--- src/rtl/prio_irq_pkg.sv ---
package prio_irq_pkg;
  // request lines are organised in groups of this size
  localparam int unsigned LINE_GROUP = 6;
  localparam int unsigned MAX_LINES  = 24;

  typedef struct packed {
    logic set;
    logic clr;
  } blk_cmd_t;
endpackage

--- src/rtl/prio_irq_capture.sv ---
module prio_irq_capture #(
  parameter int unsigned NUM_LINES = 6
) (
  input  logic                 clk,
  input  logic                 rst,
  input  logic [NUM_LINES-1:0] irq_in,
  input  logic [NUM_LINES-1:0] clr_vec,
  output logic [NUM_LINES-1:0] pend_o
);
  logic [NUM_LINES-1:0] prev_q;
  logic [NUM_LINES-1:0] pend_q;
  logic [NUM_LINES-1:0] rise;

  assign rise = irq_in & ~prev_q;

  always_ff @(posedge clk) begin
    if (rst) begin
      prev_q <= '0;
      pend_q <= '0;
    end else begin
      prev_q <= irq_in;
      // a fresh edge wins over the clear of a taken line
      pend_q <= (pend_q & ~clr_vec) | rise;
    end
  end

  assign pend_o = pend_q;
endmodule

--- src/rtl/prio_irq_enc.sv ---
module prio_irq_enc
  import prio_irq_pkg::*;
#(
  parameter int unsigned NUM_LINES = 6,
  parameter int unsigned IDX_W     = $clog2(NUM_LINES)
) (
  input  logic [NUM_LINES-1:0] req,
  output logic                 any_o,
  output logic [IDX_W-1:0]     idx_o
);
  localparam int unsigned GROUPS = NUM_LINES / LINE_GROUP;

  logic [IDX_W-1:0] chain_idx [GROUPS+1];
  logic             chain_any [GROUPS+1];

  assign chain_idx[0] = '0;
  assign chain_any[0] = 1'b0;

  // later (higher) groups override earlier ones
  for (genvar g = 0; g < GROUPS; g++) begin : g_grp
    logic [2:0] lidx;
    logic       lany;

    always_comb begin
      lidx = '0;
      lany = 1'b0;
      for (int j = 0; j < LINE_GROUP; j++) begin
        if (req[g*LINE_GROUP + j]) begin
          lidx = 3'(j);
          lany = 1'b1;
        end
      end
    end

    assign chain_any[g+1] = chain_any[g] | lany;
    assign chain_idx[g+1] = lany ? (IDX_W'(g*LINE_GROUP) + IDX_W'(lidx))
                                 : chain_idx[g];
  end

  assign any_o = chain_any[GROUPS];
  assign idx_o = chain_idx[GROUPS];
endmodule

--- src/rtl/prio_irq_block.sv ---
module prio_irq_block
  import prio_irq_pkg::*;
(
  input  logic     clk,
  input  logic     rst,
  input  logic     instr_done,
  input  blk_cmd_t cmd,
  input  logic     take,
  output logic     eff_blk_o,
  output logic     block_o
);
  logic blk_q;
  logic arm_q;

  // block as seen by the decision at this boundary
  assign eff_blk_o = cmd.set | (blk_q & ~arm_q);

  always_ff @(posedge clk) begin
    if (rst) begin
      blk_q <= 1'b0;
      arm_q <= 1'b0;
    end else if (instr_done) begin
      if (cmd.set || take) begin
        blk_q <= 1'b1;
        arm_q <= 1'b0;
      end else if (arm_q) begin
        blk_q <= 1'b0;
        arm_q <= cmd.clr;
      end else if (cmd.clr) begin
        arm_q <= 1'b1;
      end
    end
  end

  assign block_o = blk_q;
endmodule

--- src/rtl/prio_irq_ctrl.sv ---
module prio_irq_ctrl
  import prio_irq_pkg::*;
#(
  parameter int unsigned NUM_LINES = 6,
  parameter int unsigned VEC_W     = 16,
  parameter int unsigned VEC_BASE  = 32'h0040
) (
  input  logic                 clk,
  input  logic                 rst,
  input  logic [NUM_LINES-1:0] irq_in,
  input  logic                 instr_done,
  input  logic                 blk_set,
  input  logic                 blk_clr,
  input  logic                 mask_wr,
  input  logic                 mask_xchg,
  input  logic [NUM_LINES-1:0] mask_din,
  output logic                 take_o,
  output logic [VEC_W-1:0]     vector_o,
  output logic [NUM_LINES-1:0] pending_o,
  output logic [NUM_LINES-1:0] mask_o,
  output logic [NUM_LINES-1:0] xchg_dout,
  output logic                 block_o
);
  localparam int unsigned IDX_W = $clog2(NUM_LINES);

  logic [NUM_LINES-1:0] pend;
  logic [NUM_LINES-1:0] mask_q;
  logic [NUM_LINES-1:0] xdout_q;
  logic [NUM_LINES-1:0] clr_vec;
  logic [NUM_LINES-1:0] elig;
  logic                 any_elig;
  logic [IDX_W-1:0]     win_idx;
  logic                 eff_blk;
  logic                 take;
  logic                 take_q;
  logic [VEC_W-1:0]     vec_q;
  blk_cmd_t             cmd;

  assign cmd.set = blk_set;
  assign cmd.clr = blk_clr;

  prio_irq_capture #(.NUM_LINES(NUM_LINES)) u_cap (
    .clk    (clk),
    .rst    (rst),
    .irq_in (irq_in),
    .clr_vec(clr_vec),
    .pend_o (pend)
  );

  assign elig = pend & mask_q;

  prio_irq_enc #(.NUM_LINES(NUM_LINES), .IDX_W(IDX_W)) u_enc (
    .req  (elig),
    .any_o(any_elig),
    .idx_o(win_idx)
  );

  assign take = instr_done & any_elig & ~eff_blk;

  prio_irq_block u_blk (
    .clk       (clk),
    .rst       (rst),
    .instr_done(instr_done),
    .cmd       (cmd),
    .take      (take),
    .eff_blk_o (eff_blk),
    .block_o   (block_o)
  );

  always_comb begin
    clr_vec = '0;
    if (take) clr_vec[win_idx] = 1'b1;
  end

  always_ff @(posedge clk) begin
    if (rst) begin
      mask_q  <= '0;
      xdout_q <= '0;
      take_q  <= 1'b0;
      vec_q   <= '0;
    end else begin
      if (mask_wr || mask_xchg) mask_q <= mask_din;
      if (mask_xchg)            xdout_q <= mask_q;
      take_q <= take;
      if (take) vec_q <= VEC_W'(VEC_BASE) + VEC_W'(win_idx);
    end
  end

  assign take_o    = take_q;
  assign vector_o  = vec_q;
  assign pending_o = pend;
  assign mask_o    = mask_q;
  assign xchg_dout = xdout_q;
endmodule

--- config.mk ---
export PLATFORM = sky130hd
export DESIGN_NAME = prio_irq_ctrl
export DESIGN_NICKNAME = d
export VERILOG_FILES = /design/src/rtl/prio_irq_pkg.sv /design/src/rtl/prio_irq_capture.sv /design/src/rtl/prio_irq_enc.sv /design/src/rtl/prio_irq_block.sv /design/src/rtl/prio_irq_ctrl.sv
export SDC_FILE = /design/constraint.sdc
export NUM_CORES = 1
export LEC_CHECK = 0
export ABC_AREA = 1
export CAP_MARGIN = 15
export CORE_UTILIZATION = 42
export CTS_CLUSTER_SIZE = 20
export DETAILED_ROUTE_END_ITERATION = 8
export PLACE_DENSITY_LB_ADDON = 0.3
export SKIP_LAST_GASP = 1
export SYNTH_ARGS = -nofsm -noshare
export SYNTH_HDL_FRONTEND = slang
export SYNTH_HIERARCHICAL = 1
export SYNTH_SLANG_ARGS = --single-unit
--- constraint.sdc ---
create_clock -name clk -period 1.7 [get_ports clk]
set_clock_uncertainty 0.2 [all_clocks]
set_input_delay 0.17 -clock clk [delete_from_list [all_inputs] [get_ports clk]]
set_output_delay 0.17 -clock clk [all_outputs]
set_load 0.01 [all_outputs]
==> impl_metrics.ini, run 1 <==
[status]
status = finished clean

[detailed_routing]
route.detailed.drc = 0
ant_nets = 0
drtIter0Drc = 19
wire_per_inst_um = 8.69
wl_um = 2550
num_vias = 1226
viasPerCell = 4.18
first_pass_iters = 4

[layout]
fillers = 302
final_net_count = 269
layout_common_cells = nor2_1, clkdlybuf4s50_1, inv_1
multiInputGateArea_um2 = 523
syn2layout_area_growth_pct = 36.3
seq_area_um2 = 624
finalNonFillerCells = 293
fin_area_um2 = 1860
utilization_pct = 60.5
n_antenna_cell = 0
layout-drive-gt1-share_pct = 8.43
final_common_cell = nor2_1

[timing]
finalCritPeriodShare_pct = 96.7
tns_ns = 0
holdWs_ns = 0.189
fin_ws_ns = 0.0562
rsz0062_at_grt = yes
hold_violations = 0
post-route-min-period_ns = 1.64
fmax_mhz = 608
setup_viol_count_final = 0
final_max_slew_viol_count = 0

[critical_path]
cp.arrival_ns = 1.27
crit_path_max_fanout = 4
critPathKind = reg -> out
endpoint_kind = output port
crit_chain = clkdlybuf4s50_1
crit_slowest_cell = clkdlybuf4s50_1
path_buf_inv = 1
cpLargestDelayFamily = buffers and inverters
cp.required_ns = 1.33
max_stage_delay_ns = 0.56
cp-start-kind = flop

[placement]
io_buffers = 42
place_area_um2 = 1810
dpl.hpwl_um = 1970
place_congestion = 0.792
place_inst = 287
place_ws_ns = 0.0338

[logic_synthesis]
ys_types = 18
ys_ff_latch = 31
synth_cells = 199
synth_top_family_by_area = simple AND/OR/NAND/NOR gates
synth_area_per_cell_um2 = 6.87
synth_compound_area_share_pct = 6.23
yosysWarningCount = 6
netlist_area_um2 = 1370
synth_seq_area_share_pct = 45.4
yosys.area_share.simple_pct = 28.6
synth_xor_xnor_area_share_pct = 0
synth-adder-area-share_pct = 0
synth_mux_area_share_pct = 0

[cts]
clk_pin_slew_ns = 0.09
cts_num_sinks = 31
cts_setup_buffers = 0
cts-root-buf = clkbuf_4
cts-htree-levels = 2
clk_latency_ns = 0.32
cts_buffers = 5
clk_path_buf_depth = 2
cts_tree = done
hold_buffers = 0

[power]
finalPower_mw = 1.48
irDropWorstVdd_mv = 0.451
leakagePower_nw = 0.934
powerDensity_nw_per_um2 = 798

[floorplan]
die_h_um = 59.0
num_rows = 20
core-area_um2 = 3080
die_w_um = 59.0
io_pins = 55
dieArea_um2 = 3490
initial_core_util_pct = 44.4

[min_path]
hp-class = in -> reg

[global_routing]
use_met2_pct = 24.4
grt_pass1_vias = 1002
grt_remaining_overflow = 0
met3_usage_pct = 6.55
grt_start_max_net_pins = 16
antenna_found_initial = 0
grt_pass1_wl_um = 4040
met1_usage_pct = 19.3
grt-busiest-layer = met2
grtUsageTotal_pct = 15.8

[flow_run]
maxCapViolCount = 0
## kinds of logic after synthesis
logic type / after synthesis
other: 1
DFF: 31
AOI/OAI and AO/OA: 16
buffers and inverters: 56
and+or+nand+nor: 95
## power by group
| part | switching (mW) | internal, mW |
|---|---|---|
| combinational | 0.146 | 0.161 |
| clock | 0.218 | 0.147 |
| sequential | 0.0339 | 0.779 |
## cells in the mapped netlist
cell type,number,area [um2]
a21oi_1,1,5.00
buf_4,13,97.6
nand2_2,1,6.26
nand4_1,1,6.26
conb_1,1,3.75
nand3_2,1,10.0
nor2_4,1,11.3
nand2_1,30,113
nor2_1,49,184
nand3_1,12,60.1
o21ai_1,1,5.00
buf_6,1,11.3
inv_2,4,15.0
a21o_1,1,7.51
inv_1,38,143
dfxtp_1,31,621
o21a_1,1,7.51
o21ai_0,12,60.1
## path summary, 6_finish.rpt
check,cells after the start,to,slack [ns],startpoint
min,3,u_cap/prev_q[5],0.19,irq_in[5]
max reg2reg,10,u_blk/arm_q,0.13,mask_o[3]
min reg2reg,2,vector_o[6],0.27,vector_o[6]
max,1,mask_o[5],0.06,mask_o[5]
## timing repair
action,CTS,global route
gates cloned,0,0
setup endpoints to repair,1,5
gates resized for setup,1,4
## state kept, by name (all words and copies together), names as in the netlist
register,flops
vector_o,4
u_cap/pend_o,6
u_cap/prev_q,6
u_blk/arm_q,1
take_o,1
xchg_dout,6
u_blk/block_o,1
mask_o,6
## final cells by class
type	count	area share, %
repair buffers	47	24.7
flip-flops and latches	31	33.5
inverters	42	8.47
multi-input cells	123	28.1
well taps	44	2.96
clock buffers	6	2.22
## metal layers
layer,vias to the layer above,wire [um]
li1,669,-
met1,514,1270
met2,38,1110
met3,5,143
met4,0,29
met5,-,0
Note: power is estimated with default switching activity, not from simulation.
==> run 2, diff against run 1 <==
- HOLD_SLACK_MARGIN: unset -> 0.12
==> results of run 2 <==
Same layout as run 1: the final DEF is identical, and so are final timing and power.
